==> src/rtl/i2c_tgt_pkg.sv <==
package i2c_tgt_pkg;

    typedef enum logic [2:0] {
        ST_IDLE,
        ST_ADDR,
        ST_ADDR2,
        ST_RX,
        ST_ACK,
        ST_TX,
        ST_TXACK,
        ST_SKIP
    } tgt_state_e;

    typedef enum logic [1:0] {
        AK_ADDR2,
        AK_RX,
        AK_TX
    } ack_next_e;

endpackage

==> src/rtl/i2c_line_sync.sv <==
module i2c_line_sync #(
    parameter int STAGES = 2
) (
    input  logic clk,
    input  logic rst_n,
    input  logic scl_i,
    input  logic sda_i,
    output logic scl_o,
    output logic sda_o,
    output logic scl_rise_o,
    output logic scl_fall_o,
    output logic start_o,
    output logic stop_o
);

    logic [STAGES-1:0] scl_sh, sda_sh;
    logic              scl_p, sda_p;

    always_ff @(posedge clk or negedge rst_n) begin
        if (!rst_n) begin
            scl_sh <= '1;
            sda_sh <= '1;
            scl_p  <= 1'b1;
            sda_p  <= 1'b1;
        end else begin
            scl_sh <= {scl_sh[STAGES-2:0], scl_i};
            sda_sh <= {sda_sh[STAGES-2:0], sda_i};
            scl_p  <= scl_sh[STAGES-1];
            sda_p  <= sda_sh[STAGES-1];
        end
    end

    assign scl_o      = scl_sh[STAGES-1];
    assign sda_o      = sda_sh[STAGES-1];
    assign scl_rise_o = scl_o & ~scl_p;
    assign scl_fall_o = ~scl_o & scl_p;
    assign start_o    = scl_o & scl_p & sda_p & ~sda_o;
    assign stop_o     = scl_o & scl_p & ~sda_p & sda_o;

endmodule

==> src/rtl/i2c_addr_decode.sv <==
module i2c_addr_decode #(
    parameter logic [6:0] ADDR7  = 7'h58,
    parameter logic [9:0] ADDR10 = 10'h2A5
) (
    input  logic [7:0] octet_i,
    output logic       hit7_o,
    output logic       gc_o,
    output logic       hi_wr_o,
    output logic       hi_rd_o,
    output logic       lo_o
);

    localparam logic [4:0] HDR10 = 5'b11110;

    logic hdr_ok;

    assign hdr_ok  = (octet_i[7:3] == HDR10) && (octet_i[2:1] == ADDR10[9:8]);
    assign hit7_o  = (octet_i[7:1] == ADDR7);
    assign gc_o    = (octet_i == 8'h00);
    assign hi_wr_o = hdr_ok && !octet_i[0];
    assign hi_rd_o = hdr_ok && octet_i[0];
    assign lo_o    = (octet_i == ADDR10[7:0]);

endmodule

==> src/rtl/i2c_target_engine.sv <==
module i2c_target_engine
    import i2c_tgt_pkg::*;
#(
    parameter logic [6:0] ADDR7       = 7'h58,
    parameter logic [9:0] ADDR10      = 10'h2A5,
    parameter int         SYNC_STAGES = 2,
    parameter int         PTR_W       = 8
) (
    input  logic             clk,
    input  logic             rst_n,
    input  logic             scl_i,
    input  logic             sda_i,
    output logic             sda_pull_o,
    output logic             wr_stb_o,
    output logic             wr_gc_o,
    output logic [PTR_W-1:0] wr_addr_o,
    output logic [7:0]       wr_data_o,
    output logic             rd_stb_o,
    output logic [PTR_W-1:0] rd_addr_o,
    input  logic [7:0]       rd_data_i
);

    localparam int                BITS     = 8;
    localparam int                CNT_W    = $clog2(BITS + 1);
    localparam logic [CNT_W-1:0]  LAST_BIT = CNT_W'(BITS);

    logic scl_s, sda_s, scl_rise, scl_fall, start_det, stop_det;

    i2c_line_sync #(.STAGES(SYNC_STAGES)) u_sync (
        .clk        (clk),
        .rst_n      (rst_n),
        .scl_i      (scl_i),
        .sda_i      (sda_i),
        .scl_o      (scl_s),
        .sda_o      (sda_s),
        .scl_rise_o (scl_rise),
        .scl_fall_o (scl_fall),
        .start_o    (start_det),
        .stop_o     (stop_det)
    );

    tgt_state_e       state_q, state_d;
    ack_next_e        nxt_q;
    logic [7:0]       sh_q;
    logic [CNT_W-1:0] cnt_q;
    logic [PTR_W-1:0] ptr_q;
    logic             pull_q, ptr_phase_q, gc_q, ten_sel_q, mack_q;

    logic hit7, hit_gc, hi_wr, hi_rd, hit_lo;

    i2c_addr_decode #(.ADDR7(ADDR7), .ADDR10(ADDR10)) u_dec (
        .octet_i (sh_q),
        .hit7_o  (hit7),
        .gc_o    (hit_gc),
        .hi_wr_o (hi_wr),
        .hi_rd_o (hi_rd),
        .lo_o    (hit_lo)
    );

    logic byte_done, addr_ok, tx_load;

    assign byte_done = scl_fall && (cnt_q == LAST_BIT);
    assign addr_ok   = hit7 || hit_gc || hi_wr || (hi_rd && ten_sel_q);
    assign tx_load   = scl_fall && !start_det && !stop_det &&
                       (((state_q == ST_ACK) && (nxt_q == AK_TX)) ||
                        ((state_q == ST_TXACK) && mack_q));

    // next-state logic
    always_comb begin
        state_d = state_q;
        if (start_det) begin
            state_d = ST_ADDR;
        end else if (stop_det) begin
            state_d = ST_IDLE;
        end else begin
            unique case (state_q)
                ST_IDLE:  state_d = ST_IDLE;
                ST_ADDR:  if (byte_done) state_d = addr_ok ? ST_ACK : ST_SKIP;
                ST_ADDR2: if (byte_done) state_d = hit_lo ? ST_ACK : ST_SKIP;
                ST_RX:    if (byte_done) state_d = ST_ACK;
                ST_ACK: begin
                    if (scl_fall) begin
                        if (nxt_q == AK_ADDR2)   state_d = ST_ADDR2;
                        else if (nxt_q == AK_TX) state_d = ST_TX;
                        else                     state_d = ST_RX;
                    end
                end
                ST_TX:    if (byte_done) state_d = ST_TXACK;
                ST_TXACK: if (scl_fall) state_d = mack_q ? ST_TX : ST_SKIP;
                ST_SKIP:  state_d = ST_SKIP;
            endcase
        end
    end

    // state register
    always_ff @(posedge clk or negedge rst_n) begin
        if (!rst_n) state_q <= ST_IDLE;
        else        state_q <= state_d;
    end

    // datapath and outputs
    always_ff @(posedge clk or negedge rst_n) begin
        if (!rst_n) begin
            nxt_q       <= AK_RX;
            sh_q        <= '0;
            cnt_q       <= '0;
            ptr_q       <= '0;
            pull_q      <= 1'b0;
            ptr_phase_q <= 1'b0;
            gc_q        <= 1'b0;
            ten_sel_q   <= 1'b0;
            mack_q      <= 1'b0;
            wr_stb_o    <= 1'b0;
            wr_gc_o     <= 1'b0;
            wr_addr_o   <= '0;
            wr_data_o   <= '0;
            rd_stb_o    <= 1'b0;
        end else begin
            wr_stb_o <= 1'b0;
            rd_stb_o <= 1'b0;
            if (start_det) begin
                cnt_q  <= '0;
                pull_q <= 1'b0;
            end else if (stop_det) begin
                cnt_q     <= '0;
                pull_q    <= 1'b0;
                ten_sel_q <= 1'b0;
                gc_q      <= 1'b0;
            end else begin
                unique case (state_q)
                    ST_ADDR, ST_ADDR2, ST_RX: begin
                        if (scl_rise) begin
                            sh_q  <= {sh_q[6:0], sda_s};
                            cnt_q <= cnt_q + CNT_W'(1);
                        end
                        if (byte_done) begin
                            cnt_q <= '0;
                            if (state_q == ST_ADDR) begin
                                pull_q      <= addr_ok;
                                gc_q        <= hit_gc;
                                ptr_phase_q <= !hit_gc;
                                ten_sel_q   <= hi_rd && ten_sel_q;
                                nxt_q       <= hi_wr ? AK_ADDR2 : (sh_q[0] ? AK_TX : AK_RX);
                            end else if (state_q == ST_ADDR2) begin
                                pull_q      <= hit_lo;
                                ten_sel_q   <= hit_lo;
                                ptr_phase_q <= 1'b1;
                                nxt_q       <= AK_RX;
                            end else begin
                                pull_q <= 1'b1;
                                nxt_q  <= AK_RX;
                                if (gc_q) begin
                                    wr_stb_o  <= 1'b1;
                                    wr_gc_o   <= 1'b1;
                                    wr_addr_o <= ptr_q;
                                    wr_data_o <= sh_q;
                                end else if (ptr_phase_q) begin
                                    ptr_q       <= PTR_W'(sh_q);
                                    ptr_phase_q <= 1'b0;
                                end else begin
                                    wr_stb_o  <= 1'b1;
                                    wr_gc_o   <= 1'b0;
                                    wr_addr_o <= ptr_q;
                                    wr_data_o <= sh_q;
                                    ptr_q     <= ptr_q + PTR_W'(1);
                                end
                            end
                        end
                    end
                    ST_ACK: begin
                        if (scl_fall) begin
                            cnt_q  <= '0;
                            pull_q <= 1'b0;
                        end
                    end
                    ST_TX: begin
                        if (scl_rise) cnt_q <= cnt_q + CNT_W'(1);
                        if (scl_fall) begin
                            if (cnt_q == LAST_BIT) begin
                                cnt_q  <= '0;
                                pull_q <= 1'b0;
                            end else begin
                                sh_q   <= {sh_q[6:0], 1'b0};
                                pull_q <= ~sh_q[6];
                            end
                        end
                    end
                    ST_TXACK: begin
                        if (scl_rise) mack_q <= ~sda_s;
                        if (scl_fall) cnt_q <= '0;
                    end
                    ST_IDLE, ST_SKIP: begin
                    end
                endcase
                if (tx_load) begin
                    sh_q     <= rd_data_i;
                    pull_q   <= ~rd_data_i[7];
                    rd_stb_o <= 1'b1;
                    ptr_q    <= ptr_q + PTR_W'(1);
                end
            end
        end
    end

    assign sda_pull_o = pull_q;
    assign rd_addr_o  = ptr_q;

    // drive changes only when the synchronized clock was low
    assert_drive_scl_low_R10: assert property (@(posedge clk) disable iff (!rst_n)
        !$stable(pull_q) |-> !$past(scl_s));

    // the line is pulled only while acknowledging or transmitting
    assert_pull_state_R2: assert property (@(posedge clk) disable iff (!rst_n)
        pull_q |-> (state_q == ST_ACK || state_q == ST_TX));

    assert_start_addr_R1: assert property (@(posedge clk) disable iff (!rst_n)
        start_det |=> state_q == ST_ADDR);

    assert_stop_idle_R6: assert property (@(posedge clk) disable iff (!rst_n)
        stop_det |=> state_q == ST_IDLE);

    assert_wr_from_rx_R4: assert property (@(posedge clk) disable iff (!rst_n)
        wr_stb_o |-> $past(state_q) == ST_RX);

    assert_gc_ptr_hold_R7: assert property (@(posedge clk) disable iff (!rst_n)
        (wr_stb_o && wr_gc_o) |-> $stable(ptr_q));

    assert_rd_in_tx_R5: assert property (@(posedge clk) disable iff (!rst_n)
        rd_stb_o |-> state_q == ST_TX);

endmodule

==> config.mk <==
export PLATFORM = sky130hd
export DESIGN_NAME = i2c_target_engine
export DESIGN_NICKNAME = d
export VERILOG_FILES = /design/src/rtl/i2c_tgt_pkg.sv /design/src/rtl/i2c_line_sync.sv /design/src/rtl/i2c_addr_decode.sv /design/src/rtl/i2c_target_engine.sv
export SDC_FILE = /design/constraint.sdc
export NUM_CORES = 1
export LEC_CHECK = 0
export ABC_AREA = 1
export BUFFER_PORTS_ARGS = -buffer_cell sky130_fd_sc_hd__buf_2
export CAP_MARGIN = 20
export CELL_PAD_IN_SITES_DETAIL_PLACEMENT = 2
export CELL_PAD_IN_SITES_GLOBAL_PLACEMENT = 2
export CORE_UTILIZATION = 34
export CTS_BUF_LIST = sky130_fd_sc_hd__clkbuf_4 sky130_fd_sc_hd__clkbuf_8
export DETAILED_ROUTE_END_ITERATION = 6
export GPL_TIMING_DRIVEN = 0
export PLACE_DENSITY = 0.92
export SKIP_LAST_GASP = 1
export SYNTH_ARGS = -nofsm -noshare
export SYNTH_HDL_FRONTEND = slang
export SYNTH_HIERARCHICAL = 1
export SYNTH_SLANG_ARGS = --single-unit
==> constraint.sdc <==
create_clock -name clk -period 2.8 [get_ports clk]
set_clock_uncertainty 0.2 [all_clocks]
set_input_delay 0.56 -clock clk [delete_from_list [all_inputs] [get_ports clk]]
set_output_delay 0.56 -clock clk [all_outputs]
set_load 0.02 [all_outputs]
; ---- Word-level counts from Yosys, hierarchy flattened
; Index checks and enable logic that the tools add are counted.
[totals]
register_bits = 55
out_inout_bits = 28
word_cells = 188
[op_classes]
add_sub_neg = 2
eq_ne = 31
muxes = 76
bitwise_logic = 17
n_reduce_logical = 43
[ops]
columns = op, count
row1 = $mux 8, 15
row2 = $mux 1, 34
row3 = $mux 3, 10
row4 = $mux 4, 7
row5 = $ne 4x4->1 const B, 6
row6 = $pmux 3 s8, 1
row7 = $reduce_and 4->1, 5
row8 = $pmux 8 s2, 1
row9 = $ne 5x5->1 const B, 3
row10 = $reduce_and 7->1, 2
row11 = $eq 3x3->1 const B, 4
row12 = $mux 2, 6
row13 = $pmux 4 s3, 1
row14 = $reduce_and 6->1, 2
row15 = $logic_and 1x1->1, 10
row16 = $not 1->1, 10
row17 = $reduce_bool 2->1, 5
row18 = $ne 3x3->1 const B, 3
row19 = $add 8x1->8 const B, 1
row20 = $eq 8x8->1 const B, 1
row21 = $logic_not 8->1, 1
row22 = $and 1x1->1, 7
row23 = $eq 7x7->1 const B, 1
row24 = $eq 3x2->1 const B, 2
row25 = 21 further kinds, 31

; ---- Logic depth before layout (Yosys ltp)
; Gate-level depths: netlist of run 1.
[logic_depth]
depth_word = 11
depth_mapped = 13
depth_no_buf = 13

; ---- Cells and area by module
; Netlist of run 1, hierarchy kept.
[modules_own_cells]
columns = mod, n_inst, cells_per_inst, area_per_inst_um2, seq_area_each_um2
row1 = i2c_target_engine, 1, 349, 2665.1, 1227.4
row2 = i2c_line_sync, 1, 17, 198.9, 157.7
row3 = i2c_addr_decode, 1, 24, 96.3, 0.0

; ---- Worst setup path before layout of run 1
; Ideal clock, no wire load.
[synth_timing]
path_kind = register to register
startpoint = register u_sync.sda_sh[1]
endpoint = register sh_q[7]
setup_ns = 0.125
arrival_ns = 1.590
required_ns = 2.475
slack_ns = 0.884
stages_incl_launch_ff = 12
period_less_slack_ns = 1.916
path_cell_list = dfstp_2 -> inv_1 -> nand2_1 -> nor2_1 -> nor2_4 -> o21ai_0 -> nor3_4 -> nand2_1 -> nand2_1 -> inv_2 -> nand2_1 -> nand3_1
[synth_between]
elab_chain_cells = 8
word_cells_on_any_way = 16
classes_between = eq/ne: 3 / mux: 1 / bitwise: 5 / reduce/logical: 7
[synth_rtl]
columns = item, line
row1 = start: declaration, i2c_line_sync.sv:16  ; logic [STAGES-1:0] scl_sh, sda_sh;
row2 = start signal: assignment, i2c_line_sync.sv:27  ; sda_sh <= {sda_sh[STAGES-2:0], sda_i};
row3 = $not 1->1 *, i2c_line_sync.sv:37  ; assign start_o = scl_o & scl_p & sda_p & ~sda_o;
row4 = $and 1x1->1 *, i2c_line_sync.sv:37
row5 = net start_det, i2c_target_engine.sv:27  ; logic scl_s, sda_s, scl_rise, scl_fall, start_det, stop_det;
row6 = $logic_not 1->1, i2c_target_engine.sv:64  ; assign tx_load = scl_fall && !start_det && !stop_det &&
row7 = $logic_and 1x1->1 (3 in a row), i2c_target_engine.sv:64
row8 = $ne 3x3->1 (no line) / $reduce_bool 3->1 (equally long branches), --
row9 = $reduce_and 6->1 (no line), --
row10 = end signal: assignment, i2c_target_engine.sv:133  ; sh_q <= {sh_q[6:0], sda_s};
row11 = end signal: assignment, i2c_target_engine.sv:183  ; sh_q <= {sh_q[6:0], 1'b0};
row12 = end signal: assignment, i2c_target_engine.sv:196  ; sh_q <= rd_data_i;
row13 = end: declaration, i2c_target_engine.sv:44  ; logic [7:0] sh_q;
; Mark *: on every way through the listed nets, which the timed path passes. The rest lies on a longest branch.
; A chain may end at the register's enable or synchronous reset.

; ---- Worst setup path after layout of run 1
; Same ends and word-level chain as after synthesis.

==> results_dict.tcl, run 1 <==
set metrics [dict create \
    hold_class "input pin to register" \
    run_status "finished clean" \
    min_path_cells 1 \
    area_growth_syn_to_layout_pct 14.8 \
    pre_cts_ws_ns 0.353 \
    intPower_mw 1.43 \
    total_switching_power_mw 1.19 \
    async_reset_ff_share_pct 100 \
    grt_usage_pct 23.8 \
    synth.net_count 405 \
    post_drt_via_cell_ratio 5.23 \
    drc_errors 0 \
    start_util_pct 35.5 \
    p_per_area_mw_per_mm2 771 \
    drive_gt1_share_pct 19.4 \
    fin_ws_ns 0.303 \
    p_total_mw 2.62 \
    ys_dominant_reg_cell "dfrtp_1" \
    portBuffers 39 \
    hold_ws_ns 0.139 \
    routed_wl_um 10000 \
    cts_num_sinks 55 \
    synth_cell_types 30 \
    slew_violations 0 \
    drt-initial-drc-count 75 \
    clk_path_buf_depth 2 \
    routed-via-count 2842 \
    stdcell_area_sq_mm 0.00340 \
    first_global_vias 3190 \
    crit_fanout 10 \
    endpoint "sh_q[7]" \
    period_share_pct 89.2 \
    die_y_um 95.3 \
    antenna_found_initial 0 \
    dpl.cell_count 535 \
    dieArea_sq_mm 0.00908 \
    rsz0062_at_grt "no" \
    pwr-share-clk_pct 17.1 \
    setup_viol 0 \
    post_cts_buffers 0 \
    clk_pin_slew_worst_paths_ns 0.11 \
    ys_seq_elements 55 \
    min_period_ns 2.50 \
    grt_max_degree 40 \
    h-tree-depth 2 \
    core_area_sq_mm 0.00834 \
    r2r-start "u_sync/sda_sh[1]" \
    wire_per_inst_um 18.4 \
    hold_violations 0 \
    utilization_pct 40.8 \
    io_pins 40 \
    fmax_ghz 0.401 \
    rows 33 \
    grt-ovfl-total 0 \
    cts_tree "done" \
    post-synth-top-count-cell "nand2_1" \
    place_area_sq_mm 0.00331 \
    diodes 0 \
    r2r-end "sh_q[7]" \
    hold_start "sda_i" \
    grt_pass1_wl_um 16200 \
    synth_top_cells_by_count "103 x nand2_1, 48 x dfrtp_1, 47 x inv_1, 47 x nand3_1, 41 x nor2_1" \
    synth_edf_count 0 \
    power_frac_comb_pct 40.8 \
    final_nets 453 \
    cts_root_buffer "clkbuf_8" \
    setup_tns_ns 0 \
    seq_area_frac_synth_pct 46.8 \
    cts_inserted_buffers 5 \
    antenna_left 0 \
    synth_area_sq_mm 0.00296 \
    power_frac_seq_pct 42.0 \
    die_w_um 95.3 \
    p_leak_nw 1.74 \
    p_sw_share_pct 45.4 \
    globalplace.congestion 0.820 \
    yosysTopAreaCell "dfrtp_1" \
    regToRegSetupSlack_ns 0.30 \
    layoutNonFillerInstCount 543 \
    relSlewSlack_pct 69.0 \
    vdd_ir_drop_max_mv 0.390 \
    dp_hpwl_um 7680 \
    rr_worst_depth 11 \
    path_class "register to register" \
    startpoint "u_sync/sda_sh[1]" \
    syn_area_per_cell_sq_um 7.59 \
    dr.pass1.iters 4 \
    worstPathRequired_ns 2.80 \
    synth_area_leaders "dfrtp_1 41%, nand2_1 13%, nand3_1 7.9%" \
    synth.top_cell.area_share_pct 40.6 \
    endpoint_kind "register" \
    syn_inst 390 \
    synth_warnings 6 \
    insertion_delay_ns 0.31 \
    critPathLaunchType "register" \
    crit_arrival_ns 2.50 \
    maxCapViolations 0 \
    worst_pin_slew_ns 0.464 \
]
-- area by class of cell --
class                      instances  area (sq um)
tap                              105           131
clock inverter                     2          13.8
timing repair buffer              41           225
fill                            1015          4940
inverter                          52           195
clock buffer                       5          68.8
buffer                             8          63.8
sequential                        55          1390
multi-input combinational        275          1320
-- cell families (layout without fill, tap and decap cells) --
kind of cell / count (synthesis) / count (layout) / share of synthesized area [%]
adder cells (fa/ha/maj): 3 / 3 / 1.27
flip-flops: 55 / 55 / 46.8
AND/OR/NAND/NOR: 212 / 212 / 31.5
AO/OA/AOI/OAI: 55 / 55 / 10.2
XOR/XNOR: 5 / 5 / 1.48
buffers and inverters: 60 / 108 / 8.75
-- state kept, by name, indices dropped and copies added, names as in the netlist, 2 cells and up --
name           flops
rd_addr_o          8
sh_q               8
u_sync/sda_sh      2
wr_addr_o          8
state_q            3
wr_data_o          8
cnt_q              4
nxt_q              2
u_sync/scl_sh      2
-- how the worst min path moves through the flow --
stage | endpoint | slack, ns
CTS | u_sync/sda_sh[0] | 0.13
global placement | u_sync/sda_sh[1] | 0.15
floorplan | cnt_q[0] | 0.06
global route | u_sync/sda_sh[0] | 0.13
finish | u_sync/sda_sh[0] | 0.14
detailed placement | u_sync/scl_sh[1] | 0.15
-- routing by layer --
layer | share of wire [%] | global-route usage [%]
met1 | 42 | 26.8
met2 | 54 | 46.4
met3 | 2.4 | 3.19
met4 | 1.7 | 6.31
met5 | 0 | 0
-- worst max-delay path, cell delays in order, from the launching register on --
cell	delay (ns)
dfstp_2	0.60
inv_1	0.06
nand2_1	0.06
nor2_1	0.09
nor2_4	0.27
o21ai_0	0.21
nor3_4	0.35
nand2_1	0.15
nand2_1	0.14
inv_2	0.10
nand2_1	0.09
nand3_1	0.08
-- layout by cell type, fill, tap and decap left out, types with 3 or more instances in the layout --
cell	n
nand2_1	103
dfrtp_1	48
inv_1	47
nand3_1	47
buf_2	42
nor2_1	41
o21ai_0	33
a21oi_1	8
dfstp_2	7
nand2_2	5
nor2_2	5
xor2_1	5
inv_2	5
o21ai_1	5
clkbuf_8	5
nor3_1	4
o21ai_2	3
ha_1	3
-- what timing repair did --
| action | CTS | global route |
|---|---|---|
| gates resized for setup | 0 | 0 |
| hold buffers | 1 | 0 |
| endpoints found under the hold margin | 12 | 0 |
-- power groups by stage --
stage,sequential [mW],combinational [mW],clock [mW]
after floorplan,1.08,0.733,0
after global placement,1.10,0.973,0
after detailed placement,1.11,1.06,0
after CTS,1.10,1.08,0.456
after global routing,1.12,1.21,0.488
final,1.10,1.07,0.449
(Power assumes the default switching activity.)
==> run 2: changes to the inputs <==
Settings changed: ABC_AREA 1 to 0, CORE_UTILIZATION 34 to 38, PLACE_DENSITY 0.92 to 0.93.
==> results_dict.tcl, run 2 <==
set metrics [dict create \
    hold_end "u_sync/sda_sh[0]" \
    async_reset_ff_share_pct 100 \
    synth_area_leaders "dfrtp_1 42%, mux2_2 6.7%, dfstp_2 6.4%" \
    setup_tns_ns 0 \
    final_nets 341 \
    synth_top_family_by_area "simple AND/OR/NAND/NOR gates" \
    nFillCells 792 \
    post-synth-top-count-cell "dfrtp_1" \
    area_growth_syn_to_layout_pct 17.2 \
    routed-via-count 2401 \
    yosysTopAreaCell "dfrtp_1" \
    r2r-end "wr_addr_o[0]" \
    synth.area.mux_share_pct 9.85 \
    core_area_sq_mm 0.00725 \
    multi_input_area_sq_mm 0.00136 \
    dr.pass1.iters 4 \
    mostFrequentLayoutCells "48 x dfrtp_1, 40 x buf_2, 20 x nor2_1" \
    stdcell_area_sq_mm 0.00335 \
    ys_dominant_reg_cell "dfrtp_1" \
    dieArea_sq_mm 0.00787 \
    routed_wl_um 8500 \
    hold_class "input pin to register" \
    p_leak_nw 1.64 \
    hold_start "sda_i" \
    final_common_cell "dfrtp_1" \
    synthXorXnorAreaFrac_pct 0.306 \
    synth_edf_count 0 \
    vdd_ir_drop_max_mv 0.331 \
    synth_simple_gate_area_share_pct 19.7 \
    min_path_cells 1 \
    synth.top_cell.area_share_pct 42.0 \
    period_share_pct 96.5 \
    antenna_found_initial 0 \
    globalplace.congestion 0.870 \
    synth_warnings 6 \
    drc_errors 0 \
    drt-initial-drc-count 113 \
    synth_top_cells_by_count "48 x dfrtp_1, 20 x nor2_1, 19 x nand2_1, 19 x o21ai_0, 17 x mux2_2" \
    r2r-start "u_sync/sda_sh[1]" \
    seq_area_frac_synth_pct 48.4 \
    fmax_ghz 0.370 \
    rr_worst_depth 7 \
    grt_pass1_wl_um 13600 \
    regToRegSetupSlack_ns 0.1 \
    cts_tree "done" \
    ys_seq_elements 55 \
    post_drt_via_cell_ratio 5.64 \
    endpoint_kind "register" \
    place_area_sq_mm 0.00320 \
    run_status "finished clean" \
    portBuffers 39 \
    setup_viol 0 \
    hold_ws_ns 0.134 \
    antenna_left 0 \
    synthAdderAreaFrac_pct 1.31 \
    insertion_delay_ns 0.31 \
    synth.net_count 290 \
    grt-ovfl-total 0 \
    grt_max_degree 38 \
    p_per_area_mw_per_mm2 689 \
    min_period_ns 2.70 \
    relSlewSlack_pct 61.5 \
    path_cells "and4b_2 > nor2_4 > and2_2 > o21ai_0 > nor4_4 > buf_4 > mux2_2" \
    syn_area_per_cell_sq_um 10.4 \
    h-tree-depth 2 \
    start_util_pct 39.4 \
    drive_gt1_share_pct 29.7 \
    slew_violations 0 \
    rows 31 \
    cts_root_buffer "clkbuf_8" \
    slowest_delay_ns 0.59 \
    hold_violations 0 \
    diodes 0 \
    syn_inst 275 \
    dp_hpwl_um 6190 \
    maxCapViolations 0 \
    critPathLaunchType "register" \
    cp_slowest_cell "dfstp_2" \
    io_pins 40 \
    die_w_um 88.7 \
    seqCellArea_sq_mm 0.00139 \
    grt_usage_pct 22.9 \
    wire_per_inst_um 19.9 \
    first_global_vias 2510 \
    worstPathRequired_ns 2.80 \
    clk_path_buf_depth 2 \
    crit_fanout 8 \
    synth-compound-area-share_pct 15.8 \
    cts_inserted_buffers 5 \
    clk_pin_slew_worst_paths_ns 0.10 \
    die_y_um 88.7 \
    rsz0062_at_grt "no" \
    synth_cell_types 57 \
    synth_area_sq_mm 0.00286 \
    worst_pin_slew_ns 0.571 \
    cts_num_sinks 55 \
    path_class "register to register" \
    crit_arrival_ns 2.71 \
]
## run 2: cell count changes after synthesis, moves of 8 or more
| cell | previous run | this run |
|---|---|---|
| nand2_1 | 103 | 19 |
| nand3_1 | 47 | 10 |
| inv_1 | 47 | 14 |
| nor2_1 | 41 | 20 |
| mux2_2 | 0 | 17 |
| o21ai_0 | 33 | 19 |
| mux2i_1 | 0 | 9 |
| a21oi_1 | 8 | 16 |
## run 2: kinds of logic (layout without fill, tap and decap cells)
group | count (synthesis) | count (layout)
AOI/OAI and AO/OA | 68 | 68
xor gates and xnor gates | 1 | 1
adders and majority gates | 3 | 3
buffers and inverters | 25 | 77
DFF | 55 | 55
muxes | 26 | 26
and+or+nand+nor | 97 | 97
## run 2: timing repair
action                     in CTS  in global routing
pin swaps                       2                  1
gates resized for setup         1                  5
setup buffers                   2                  1
setup endpoints to repair      18                 21
hold endpoints to repair       14                  0
hold buffers                    1                  0
## run 2: report_power, final
group	total [mW]	switching (mW)	internal, mW
sequential	1.08	0.181	0.904
combinational	0.745	0.459	0.286
clock	0.478	0.265	0.213
total	2.31	0.905	1.40
## run 2: area by class of cell
cell class / count / area share (%)
clock inverter: 1 / 0.261
tap: 99 / 3.70
clock buffer: 7 / 2.69
inverter: 15 / 1.83
timing repair buffer: 44 / 7.40
multi-input combinational: 195 / 40.6
buffer: 10 / 2.13
sequential: 55 / 41.4
## run 2: metal layers
layer	vias to the layer above	GRT usage (%)	part of all wire (%)
li1	1094	-	-
met4	0	6.16	1.6
met2	58	36.2	48
met3	13	3.36	3.6
met5	-	0	0
met1	1236	32.8	47
## run 2: critical path, delay by kind of cell (launching register included)
family                 cells  cell delay (ns)
muxes                      1             0.35
and+or+nand+nor            4             1.07
buffers and inverters      1             0.23
AOI/OAI and AO/OA          1             0.15
DFF                        1             0.59
## run 2: how the worst max path moves through the flow
stage                     start      endpoint  slack, ns  depth (start not counted)
2_1_floorplan  u_sync/sda_sh[1]  wr_addr_o[4]       0.25                          7
3_3_place_gp   u_sync/sda_sh[1]  wr_addr_o[5]      -0.22                          7
3_5_place_dp   u_sync/sda_sh[1]  wr_addr_o[5]      -0.35                          7
4_1_cts        u_sync/sda_sh[1]  wr_addr_o[0]       0.01                          7
5_1_grt        u_sync/sda_sh[1]  wr_addr_o[1]       0.01                          7
6_report       u_sync/sda_sh[1]  wr_addr_o[0]        0.1                          7
## run 2: stage by stage
stage	util, %	setup WS, ns	power [mW]	std cells
floorplan	-	0.253	1.54	275
global placement	43.8	-0.216	1.75	413
detailed placement	44.1	-0.349	1.81	414
CTS	45.9	0.0139	2.31	425
global route	46.2	0.0139	2.44	426
finish	46.2	0.0967	2.31	426
